**config.mk**
```make
export PLATFORM = sky130hd
export DESIGN_NAME = nib_reg_decoder
export DESIGN_NICKNAME = d
export VERILOG_FILES = /design/src/rtl/nrd_pkg.sv /design/src/rtl/nrd_cmd_parse.sv /design/src/rtl/nrd_addr_data.sv /design/src/rtl/nrd_regfile.sv /design/src/rtl/nib_reg_decoder.sv
export SDC_FILE = /design/constraint.sdc
export NUM_CORES = 1
export LEC_CHECK = 0
export BUFFER_PORTS_ARGS = -buffer_cell sky130_fd_sc_hd__buf_4
export CORE_MARGIN = 10
export CORE_UTILIZATION = 40
export DETAILED_ROUTE_END_ITERATION = 10
export GPL_ROUTABILITY_DRIVEN = 0
export GPL_TIMING_DRIVEN = 0
export PLACE_DENSITY = 0.68
export SYNTH_ARGS = -nofsm -noshare
export SYNTH_HDL_FRONTEND = slang
export SYNTH_SLANG_ARGS = --single-unit
```
**constraint.sdc**
```tcl
create_clock -name clk_i -period 2.2 [get_ports clk_i]
set_clock_uncertainty 0.15 [all_clocks]
set_input_delay 0.44 -clock clk_i [delete_from_list [all_inputs] [get_ports clk_i]]
set_output_delay 0.44 -clock clk_i [all_outputs]
set_load 0.1 [all_outputs]
```
**src/rtl/nrd_pkg.sv**
```systemverilog
package nrd_pkg;
  localparam int unsigned OP_W = 4;

  typedef enum logic [OP_W-1:0] {
    OP_ADDR_LO = 4'h0,
    OP_ADDR_HI = 4'h1,
    OP_DATA_LO = 4'h2,
    OP_DATA_HI = 4'h3,
    OP_READ    = 4'h4
  } opcode_e;

  localparam logic [7:0] ID_ADDR      = 8'h00;
  localparam logic [7:0] SCRATCH_ADDR = 8'h01;
  localparam logic [7:0] MODE_ADDR    = 8'h02;
  localparam logic [7:0] POS_BASE     = 8'h10;
  localparam logic [7:0] ID_VALUE     = 8'hA6;
endpackage

```
**src/rtl/nrd_cmd_parse.sv**
```systemverilog
module nrd_cmd_parse
  import nrd_pkg::*;
#(
  parameter int unsigned NIB_W = 4
) (
  input  logic               valid_i,
  input  logic [2*NIB_W-1:0] byte_i,
  output logic               addr_lo_o,
  output logic               addr_hi_o,
  output logic               dat_lo_o,
  output logic               dat_hi_o,
  output logic               rd_o,
  output logic               rd_inc_o,
  output logic [NIB_W-1:0]   nib_o
);
  logic [OP_W-1:0] op;

  assign op    = byte_i[2*NIB_W-1 -: OP_W];
  assign nib_o = byte_i[NIB_W-1:0];

  always_comb begin
    addr_lo_o = 1'b0;
    addr_hi_o = 1'b0;
    dat_lo_o  = 1'b0;
    dat_hi_o  = 1'b0;
    rd_o      = 1'b0;
    if (valid_i) begin
      unique case (op)
        OP_ADDR_LO: addr_lo_o = 1'b1;
        OP_ADDR_HI: addr_hi_o = 1'b1;
        OP_DATA_LO: dat_lo_o  = 1'b1;
        OP_DATA_HI: dat_hi_o  = 1'b1;
        OP_READ:    rd_o      = 1'b1;
        default: ;
      endcase
    end
    rd_inc_o = rd_o & byte_i[0];
  end
endmodule

```
**src/rtl/nrd_addr_data.sv**
```systemverilog
module nrd_addr_data #(
  parameter int unsigned NIB_W  = 4,
  localparam int unsigned ADDR_W = 2 * NIB_W
) (
  input  logic              clk_i,
  input  logic              rst_ni,
  input  logic              addr_lo_i,
  input  logic              addr_hi_i,
  input  logic              dat_lo_i,
  input  logic              dat_hi_i,
  input  logic              rd_inc_i,
  input  logic [NIB_W-1:0]  nib_i,
  output logic [ADDR_W-1:0] addr_o,
  output logic              wr_en_o,
  output logic [ADDR_W-1:0] wr_data_o
);
  logic [ADDR_W-1:0] addr_q;
  logic [NIB_W-1:0]  lo_q;

  always_ff @(posedge clk_i or negedge rst_ni) begin
    if (!rst_ni) begin
      addr_q <= '0;
      lo_q   <= '0;
    end else begin
      if (addr_lo_i) addr_q[NIB_W-1:0] <= nib_i;
      if (addr_hi_i) addr_q[ADDR_W-1:NIB_W] <= nib_i;
      if (rd_inc_i)  addr_q <= addr_q + ADDR_W'(1);
      if (dat_lo_i)  lo_q <= nib_i;
    end
  end

  assign addr_o    = addr_q;
  assign wr_en_o   = dat_hi_i;
  assign wr_data_o = {nib_i, lo_q};
endmodule

```
**src/rtl/nrd_regfile.sv**
```systemverilog
module nrd_regfile
  import nrd_pkg::*;
#(
  parameter int unsigned DATA_W = 8,
  parameter int unsigned POS_W  = 24,
  localparam int unsigned POS_BYTES = POS_W / DATA_W,
  localparam int unsigned N_POS     = 2 * POS_BYTES
) (
  input  logic              clk_i,
  input  logic              rst_ni,
  input  logic [DATA_W-1:0] addr_i,
  input  logic              wr_en_i,
  input  logic [DATA_W-1:0] wr_data_i,
  input  logic              rd_i,
  input  logic [POS_W-1:0]  trig_pos_i,
  input  logic [POS_W-1:0]  stop_pos_i,
  output logic              rsp_valid_o,
  output logic [DATA_W-1:0] rsp_byte_o,
  output logic [DATA_W-1:0] strobe_o
);
  logic [DATA_W-1:0]   scratch_q;
  logic [DATA_W-1:0]   strobe_q;
  logic                rsp_valid_q;
  logic [DATA_W-1:0]   rsp_q;
  logic [DATA_W-1:0]   rd_data;
  logic [2*POS_W-1:0]  pos_cat;
  logic [DATA_W-1:0]   pos_byte [N_POS];
  logic [N_POS-1:0]    pos_hit;

  assign pos_cat = {stop_pos_i, trig_pos_i};

  for (genvar k = 0; k < N_POS; k++) begin : g_pos
    assign pos_byte[k] = pos_cat[k*DATA_W +: DATA_W];
    assign pos_hit[k]  = (addr_i == DATA_W'(POS_BASE + k));
  end

  always_comb begin
    rd_data = '0;
    if (addr_i == ID_ADDR)      rd_data = ID_VALUE;
    if (addr_i == SCRATCH_ADDR) rd_data = scratch_q;
    for (int k = 0; k < N_POS; k++) begin
      if (pos_hit[k]) rd_data = pos_byte[k];
    end
  end

  always_ff @(posedge clk_i or negedge rst_ni) begin
    if (!rst_ni) begin
      scratch_q   <= '0;
      strobe_q    <= '0;
      rsp_valid_q <= 1'b0;
      rsp_q       <= '0;
    end else begin
      if (wr_en_i && addr_i == SCRATCH_ADDR) scratch_q <= wr_data_i;
      strobe_q    <= (wr_en_i && addr_i == MODE_ADDR) ? wr_data_i : '0;
      rsp_valid_q <= rd_i;
      if (rd_i) rsp_q <= rd_data;
    end
  end

  assign rsp_valid_o = rsp_valid_q;
  assign rsp_byte_o  = rsp_q;
  assign strobe_o    = strobe_q;
endmodule

```
**src/rtl/nib_reg_decoder.sv**
```systemverilog
module nib_reg_decoder #(
  parameter int unsigned NIB_W = 4,
  parameter int unsigned POS_W = 24,
  localparam int unsigned DATA_W = 2 * NIB_W
) (
  input  logic              clk_i,
  input  logic              rst_ni,
  input  logic              cmd_valid_i,
  input  logic [DATA_W-1:0] cmd_byte_i,
  input  logic [POS_W-1:0]  trig_pos_i,
  input  logic [POS_W-1:0]  stop_pos_i,
  output logic              rsp_valid_o,
  output logic [DATA_W-1:0] rsp_byte_o,
  output logic [DATA_W-1:0] mode_strobe_o
);
  logic              addr_lo, addr_hi, dat_lo, dat_hi, rd, rd_inc;
  logic [NIB_W-1:0]  nib;
  logic [DATA_W-1:0] addr_q;
  logic              wr_en;
  logic [DATA_W-1:0] wr_data;

  nrd_cmd_parse #(.NIB_W(NIB_W)) parse_i (
    .valid_i  (cmd_valid_i),
    .byte_i   (cmd_byte_i),
    .addr_lo_o(addr_lo),
    .addr_hi_o(addr_hi),
    .dat_lo_o (dat_lo),
    .dat_hi_o (dat_hi),
    .rd_o     (rd),
    .rd_inc_o (rd_inc),
    .nib_o    (nib)
  );

  nrd_addr_data #(.NIB_W(NIB_W)) hold_i (
    .clk_i    (clk_i),
    .rst_ni   (rst_ni),
    .addr_lo_i(addr_lo),
    .addr_hi_i(addr_hi),
    .dat_lo_i (dat_lo),
    .dat_hi_i (dat_hi),
    .rd_inc_i (rd_inc),
    .nib_i    (nib),
    .addr_o   (addr_q),
    .wr_en_o  (wr_en),
    .wr_data_o(wr_data)
  );

  nrd_regfile #(.DATA_W(DATA_W), .POS_W(POS_W)) regs_i (
    .clk_i      (clk_i),
    .rst_ni     (rst_ni),
    .addr_i     (addr_q),
    .wr_en_i    (wr_en),
    .wr_data_i  (wr_data),
    .rd_i       (rd),
    .trig_pos_i (trig_pos_i),
    .stop_pos_i (stop_pos_i),
    .rsp_valid_o(rsp_valid_o),
    .rsp_byte_o (rsp_byte_o),
    .strobe_o   (mode_strobe_o)
  );
endmodule

```
### Yosys cells after proc, flatten, opt, wreduce, memory -nomap -nowiden

Cells that the tools add are included.

| storage, ports and cells | value |
|---|---|
| memory bits (writable) | 0 |
| register bits after elaboration | 37 |
| word-level logic and storage cells | 49 |
| latch bits | 0 |
| memories | 0 |
| output and inout port bits | 17 |
| bits in read-only memories | 0 |
| input port bits | 59 |

| operators by class | value |
|---|---|
| bitwise operators | 1 |
| magnitude comparators | 0 |
| reductions and logical operators | 6 |
| eq/ne operators | 12 |
| multiplexer cells | 22 |
| shift operators | 0 |
| $mul | 0 |
| add/sub/neg operators | 1 |
| div/mod/pow operators | 0 |

Operator list:

| kind | count |
|---|---|
| two-way mux 8 bit | 10 |
| == test 8 x 5 -> 1 bit (second input constant) | 6 |
| two-way mux 1 bit | 10 |
| adder 8 x 1 -> 8 bit (second input constant) | 1 |
| == test 4 x 2 -> 1 bit (second input constant) | 2 |
| == test 8 x 1 -> 1 bit (second input constant) | 1 |
| == test 8 x 2 -> 1 bit (second input constant) | 1 |
| zero test 8 bit | 1 |
| two-way mux 4 bit | 2 |
| == test 4 x 1 -> 1 bit (second input constant) | 1 |
| == test 4 x 3 -> 1 bit (second input constant) | 1 |
| zero test 4 bit | 1 |
| nonzero test 2 bit | 2 |
| logical AND 1 bit | 2 |
| AND 1 bit | 1 |

### Logic depth before layout (Yosys ltp)

| logic depth | value |
|---|---|
| depth after elaboration | 9 |
| mapped depth | 8 |
| gate-level depth less buffers | 7 |

### Modules after synthesis

Synthesis repeated with hierarchy kept, for this count alone.

| second synthesis, totals | value |
|---|---|
| cell total of the unflattened synthesis | 242 |
| area total of the unflattened synthesis | 2311.0 um2 |

By module, submodules not included:

| module | cells an instance | seq. area each (um2) | instances | area an instance (um2) |
|---|---|---|---|---|
| nrd_regfile | 166 | 625.6 | 1 | 1545.2 |
| nrd_addr_data | 64 | 300.3 | 1 | 660.6 |
| nrd_cmd_parse | 12 | 0.0 | 1 | 105.1 |

### Least setup slack after synthesis

OpenSTA, ideal clock, no wires.

| path | value |
|---|---|
| path type | register to register |
| start point | register hold_i.addr_q[5], in the netlist hold_i.addr_o[5] |
| end point | register regs_i.scratch_q[4] |
| arrival time | 1.841 ns |
| setup time | 0.125 ns |
| clock period less this slack | 2.116 ns |
| stages on the path, launching flop included | 5 |
| required time | 1.925 ns |
| slack | 0.084 ns |
| buffers on the path | 0 |
| cell sequence | dfrtp_1 -> or3_1 -> or3_4 -> nor3_4 -> mux2_2 |

| between the ends | value |
|---|---|
| word-level cells in the longest chain between the ends | 2 |

RTL lines:

| element | RTL line | text |
|---|---|---|
| start: declaration | nrd_addr_data.sv:17 | `logic [ADDR_W-1:0] addr_q;` |
| start signal: indexed assignment | nrd_addr_data.sv:25 | `if (addr_lo_i) addr_q[NIB_W-1:0] <= nib_i;` |
| start signal: indexed assignment | nrd_addr_data.sv:26 | `if (addr_hi_i) addr_q[ADDR_W-1:NIB_W] <= nib_i;` |
| start signal: assignment | nrd_addr_data.sv:27 | `if (rd_inc_i) addr_q <= addr_q + ADDR_W'(1);` |
| == test 8 x 1 -> 1 bit | nrd_regfile.sv:53 | `if (wr_en_i && addr_i == SCRATCH_ADDR) scratch_q <= wr_data_i;` |
| logical AND 1 bit | nrd_regfile.sv:53 |  |
| end signal: assignment | nrd_regfile.sv:53 |  |
| end: declaration | nrd_regfile.sv:21 | `logic [DATA_W-1:0] scratch_q;` |

No other way between the ends.
A chain may end at the register's enable or synchronous reset.

### Final worst setup path

| path | value |
|---|---|
| start point | register hold_i.addr_q[5], in the netlist hold_i.addr_o[5] |
| end point | register regs_i.rsp_q[7], in the netlist regs_i.rsp_byte_o[7] |

| between the ends | value |
|---|---|
| word-level cells in the longest chain between the ends | 9 |
| elaborated cells on any way between the ends | 16 |
| those cells by class | eq/ne: 7; mux: 8; reduce/logical: 1 |

RTL lines:

| element | RTL line | text |
|---|---|---|
| zero test 8 bit | nrd_regfile.sv:39 | `if (addr_i == ID_ADDR) rd_data = ID_VALUE;` |
| two-way mux 8 bit | nrd_regfile.sv:39 |  |
| two-way mux 8 bit | nrd_regfile.sv:40 | `if (addr_i == SCRATCH_ADDR) rd_data = scratch_q;` |
| two-way mux 8 bit (5 in series) | nrd_regfile.sv:42 | `if (pos_hit[k]) rd_data = pos_byte[k];` |
| two-way mux 8 bit (*) | nrd_regfile.sv:42 |  |
| end signal: assignment | nrd_regfile.sv:56 | `if (rd_i) rsp_q <= rd_data;` |
| end: declaration | nrd_regfile.sv:24 | `logic [DATA_W-1:0] rsp_q;` |

Every way passes the cells marked *; elsewhere a longest branch is shown, timed or not.

==> flow_summary.yaml <==
run_status:
  outcome: "completed"
flow_run:
  drv_cap: 0
detailed_routing:
  drc: 0
  firstDrtPassIters: 4
  wl_per_cell_um: 18.0
  vias: 2328
  drt_iter0_drc: 127
  postRouteAntennaNets: 0
  totalWireLength_mm: 7.45
  viasPerCell: 5.62
layout:
  final_nets: 404
  final_cell_mix: "buf_4 (79), dfrtp_1 (35), a21oi_1 (32)"
  area_growth_pct: 37.1
  antenna_cells: 0
  nFillCells: 517
  drive_above_1_share_pct: 36.8
  final_cells: 414
  final_util_pct: 56.9
  final_common_cell: "buf_4"
power_and_ir_drop:
  switchingPower_uw: 958
  p_seq_share_pct: 37.4
  vdd_ir_drop_max_v: 0.000480
  power_frac_clock_pct: 21.6
  combinationalPowerShare_pct: 41.1
  p_leak_uw: 0.00141
  p_int_uw: 1310
  swShare_pct: 42.3
  power_density_mw_per_mm2: 719
die:
  initial_utilization_pct: 41.5
  die_w_um: 95.8
  dieHeight_um: 95.8
  rows: 27
  die_area_sq_mm: 0.00919
  io_pins: 76
  core_sq_mm: 0.00554
timing:
  slew_headroom_pct: 60.9
  fmax_ghz: 0.455
  final.setup.tns_ns: 0
  timing.final.crit_share_pct: 99.9
  fin_crit_ns: 2.20
  tightest_slew_ns: 0.580
  rsz0062_at_grt: "true"
  maxSlewViolCount: 0
  hold_viol_final: 0
  final-setup-viol-count: 0
yosys:
  synth-seq-cells: 37
  yosys_warnings: 0
  synthesis.area_sq_mm: 0.00230
  synth.distinct_cells: 41
  ys_seq_area_share_pct: 40.2
  avgSynthCellArea_sq_um: 9.02
  synth_nets: 318
  synth_cells: 255
clocking:
  clock_sinks: 37
  cts_made_buffers: 5
  clock_tree.root_cell: "clkbuf_8"
  htreeDepth: 2
  clock_path_buffers: 2
  clk_pin_slew_ns: 0.08
  clk_latency_ns: 0.29
  cts_tree: "done"
hold_path:
  worstHoldPathCells: 2
  hp-class: "input pin to flip-flop"
grt:
  grt-ovfl-total: 0
  antenna_found_initial: 0
  grt_first_pass_wirelength_mm: 11.9
  grt.total_usage_pct: 16.3
  grt_max_degree: 38
  grt_pass1_vias: 2372
setup_path:
  reg2reg_depth: 6
  crit_path_end_kind: "flip-flop"
  cp-start-kind: "flip-flop"
  crit_type: "flip-flop to flip-flop"
  path_cells: "or4b_4 > or3_4 > buf_8 > o221ai_2 > a31oi_2 > nor3_2"
  cp_max_fo: 10
  cp_num_cells: 6
  crit_slowest_cell: "or4b_4"
  worstPathRequired_ns: 2.27
  cpPeakStageDelay_ns: 0.55
  critPathBufInv: 1
  cp.arrival_ns: 2.27
  crit_family: "simple AND/OR/NAND/NOR gates"
placement:
  dp_hpwl_mm: 5.69
  io_buffers: 75
  placed_cells: 402
==> power groups by stage <==
stage	Clock, uW	Combinational [uW]	Sequential, uW
finish	489	931	847
global route	521	1010	862
CTS	499	903	842
detailed placement	0	893	855
global placement	0	882	850
floorplan	0	367	1090
==> state kept, by name, summed over array words and instances, names as in the netlist <==
name and cells:
regs_i.rsp_byte_o 8, regs_i.scratch_q 8, hold_i.addr_o 8, regs_i.rsp_valid_o 1, hold_i.lo_q 4, regs_i.strobe_o 8
==> cell type report <==
| type | count | area (sq um) | area share [%] |
|---|---|---|---|
| Buffer | 12 | 62.6 | 1.98 |
| Clock buffer | 5 | 68.8 | 2.18 |
| Clock inverter | 3 | 21.3 | 0.674 |
| Inverter | 8 | 30.0 | 0.952 |
| Multi-Input combinational cell | 196 | 1340 | 42.4 |
| Sequential cell | 37 | 928 | 29.4 |
| Tap cell | 72 | 90.1 | 2.86 |
| Timing Repair Buffer | 81 | 614 | 19.5 |
==> logic make-up (layout without fill, tap and decap cells) <==
group | Yosys count | after routing | synth area share (%)
simple gates | 95 | 95 | 23.7
buf+inv | 22 | 109 | 3.97
mux | 17 | 17 | 8.05
fa+ha+maj | 4 | 4 | 2.18
compound gates | 80 | 80 | 21.9
flops | 37 | 37 | 40.2
==> per-stage QoR <==
stage | total power [uW] | setup slack, ns | instance area, sq um | hold slack (ns)
final | 2270 | 0.00190 | 3150 | 0.255
after CTS | 2240 | 0.00229 | 3090 | 0.250
after global placement | 1730 | -0.371 | 2950 | 0.284
after global routing | 2390 | -0.0549 | 3150 | 0.252
after detailed placement | 1750 | -0.408 | 2950 | 0.286
after floorplan | 1460 | 0.0843 | 2300 | -0.00559
==> final timing paths <==
path,startpoint,end,slack [ns]
worst max-delay path,hold_i.addr_o[5],regs_i.rsp_byte_o[7],0.002
worst min-delay path,cmd_byte_i[1],regs_i.strobe_o[5],0.26
worst max register to register,hold_i.addr_o[5],regs_i.rsp_byte_o[7],0.002
worst min register to register,hold_i.lo_q[3],regs_i.strobe_o[3],0.36
max in group asynchronous,rst_ni,hold_i.addr_o[6],1.05
min in group asynchronous,rst_ni,regs_i.strobe_o[4],0.50
==> routing by layer <==
| layer | GRT usage [%] | vias up | routed length (um) |
|---|---|---|---|
| li1 | - | 1113 | - |
| met1 | 21.0 | 1115 | 3290 |
| met2 | 26.4 | 93 | 3390 |
| met3 | 4.98 | 7 | 719 |
| met4 | 3.32 | 0 | 52 |
| met5 | 0 | - | 0 |
==> Yosys cell counts (all sizes together) <==
| cell type | instances | area share (%) |
|---|---|---|
| dfrtp | 37 | 40 |
| a21oi | 32 | 7.0 |
| nor2 | 26 | 4.2 |
| nand2 | 13 | 2.1 |
| o21ai | 13 | 2.8 |
| clkbuf | 12 | 2.0 |
| mux2 | 12 | 5.9 |
| nor3 | 10 | 2.9 |
| and2 | 9 | 2.4 |
| inv | 8 | 1.3 |
| nand2b | 8 | 2.2 |
| o22ai | 7 | 1.9 |
| or3 | 7 | 2.3 |
| a31oi | 5 | 1.4 |
| mux2i | 5 | 2.2 |
| a22oi | 4 | 1.3 |
| ha | 4 | 2.2 |
| nand3 | 4 | 0.87 |
| nor2b | 4 | 1.1 |
| o211ai | 4 | 1.3 |
| a22o | 3 | 1.1 |
| a32o | 3 | 1.3 |
| nor4b | 3 | 1.7 |
| o32a | 3 | 1.3 |
| a211oi | 2 | 0.65 |
| a311oi | 2 | 0.76 |
| and3b | 2 | 0.76 |
| buf | 2 | 0.71 |
| nand3b | 2 | 0.65 |
| nor3b | 2 | 0.65 |
| nor4 | 2 | 0.54 |
| and3 | 1 | 0.27 |
| nand4b | 1 | 0.38 |
| o2111ai | 1 | 0.38 |
| o221ai | 1 | 0.65 |
| or4b | 1 | 0.60 |
==> worst register-to-register path: stages (launching register included) <==
cell      delay (ns)
dfrtp_1         0.45
or4b_4          0.56
or3_4           0.44
buf_8           0.16
o221ai_2        0.19
a31oi_2         0.07
nor3_2          0.11
==> timing repair <==
item,4_1_cts,5_1_grt
hold endpoints to repair,37,0
hold buffers,1,0
buffers inserted,2,3
pin swaps,1,6
setup endpoints to repair,24,26
cloned,0,0
resized for setup,7,14
Power figures use the tool's default switching activity.
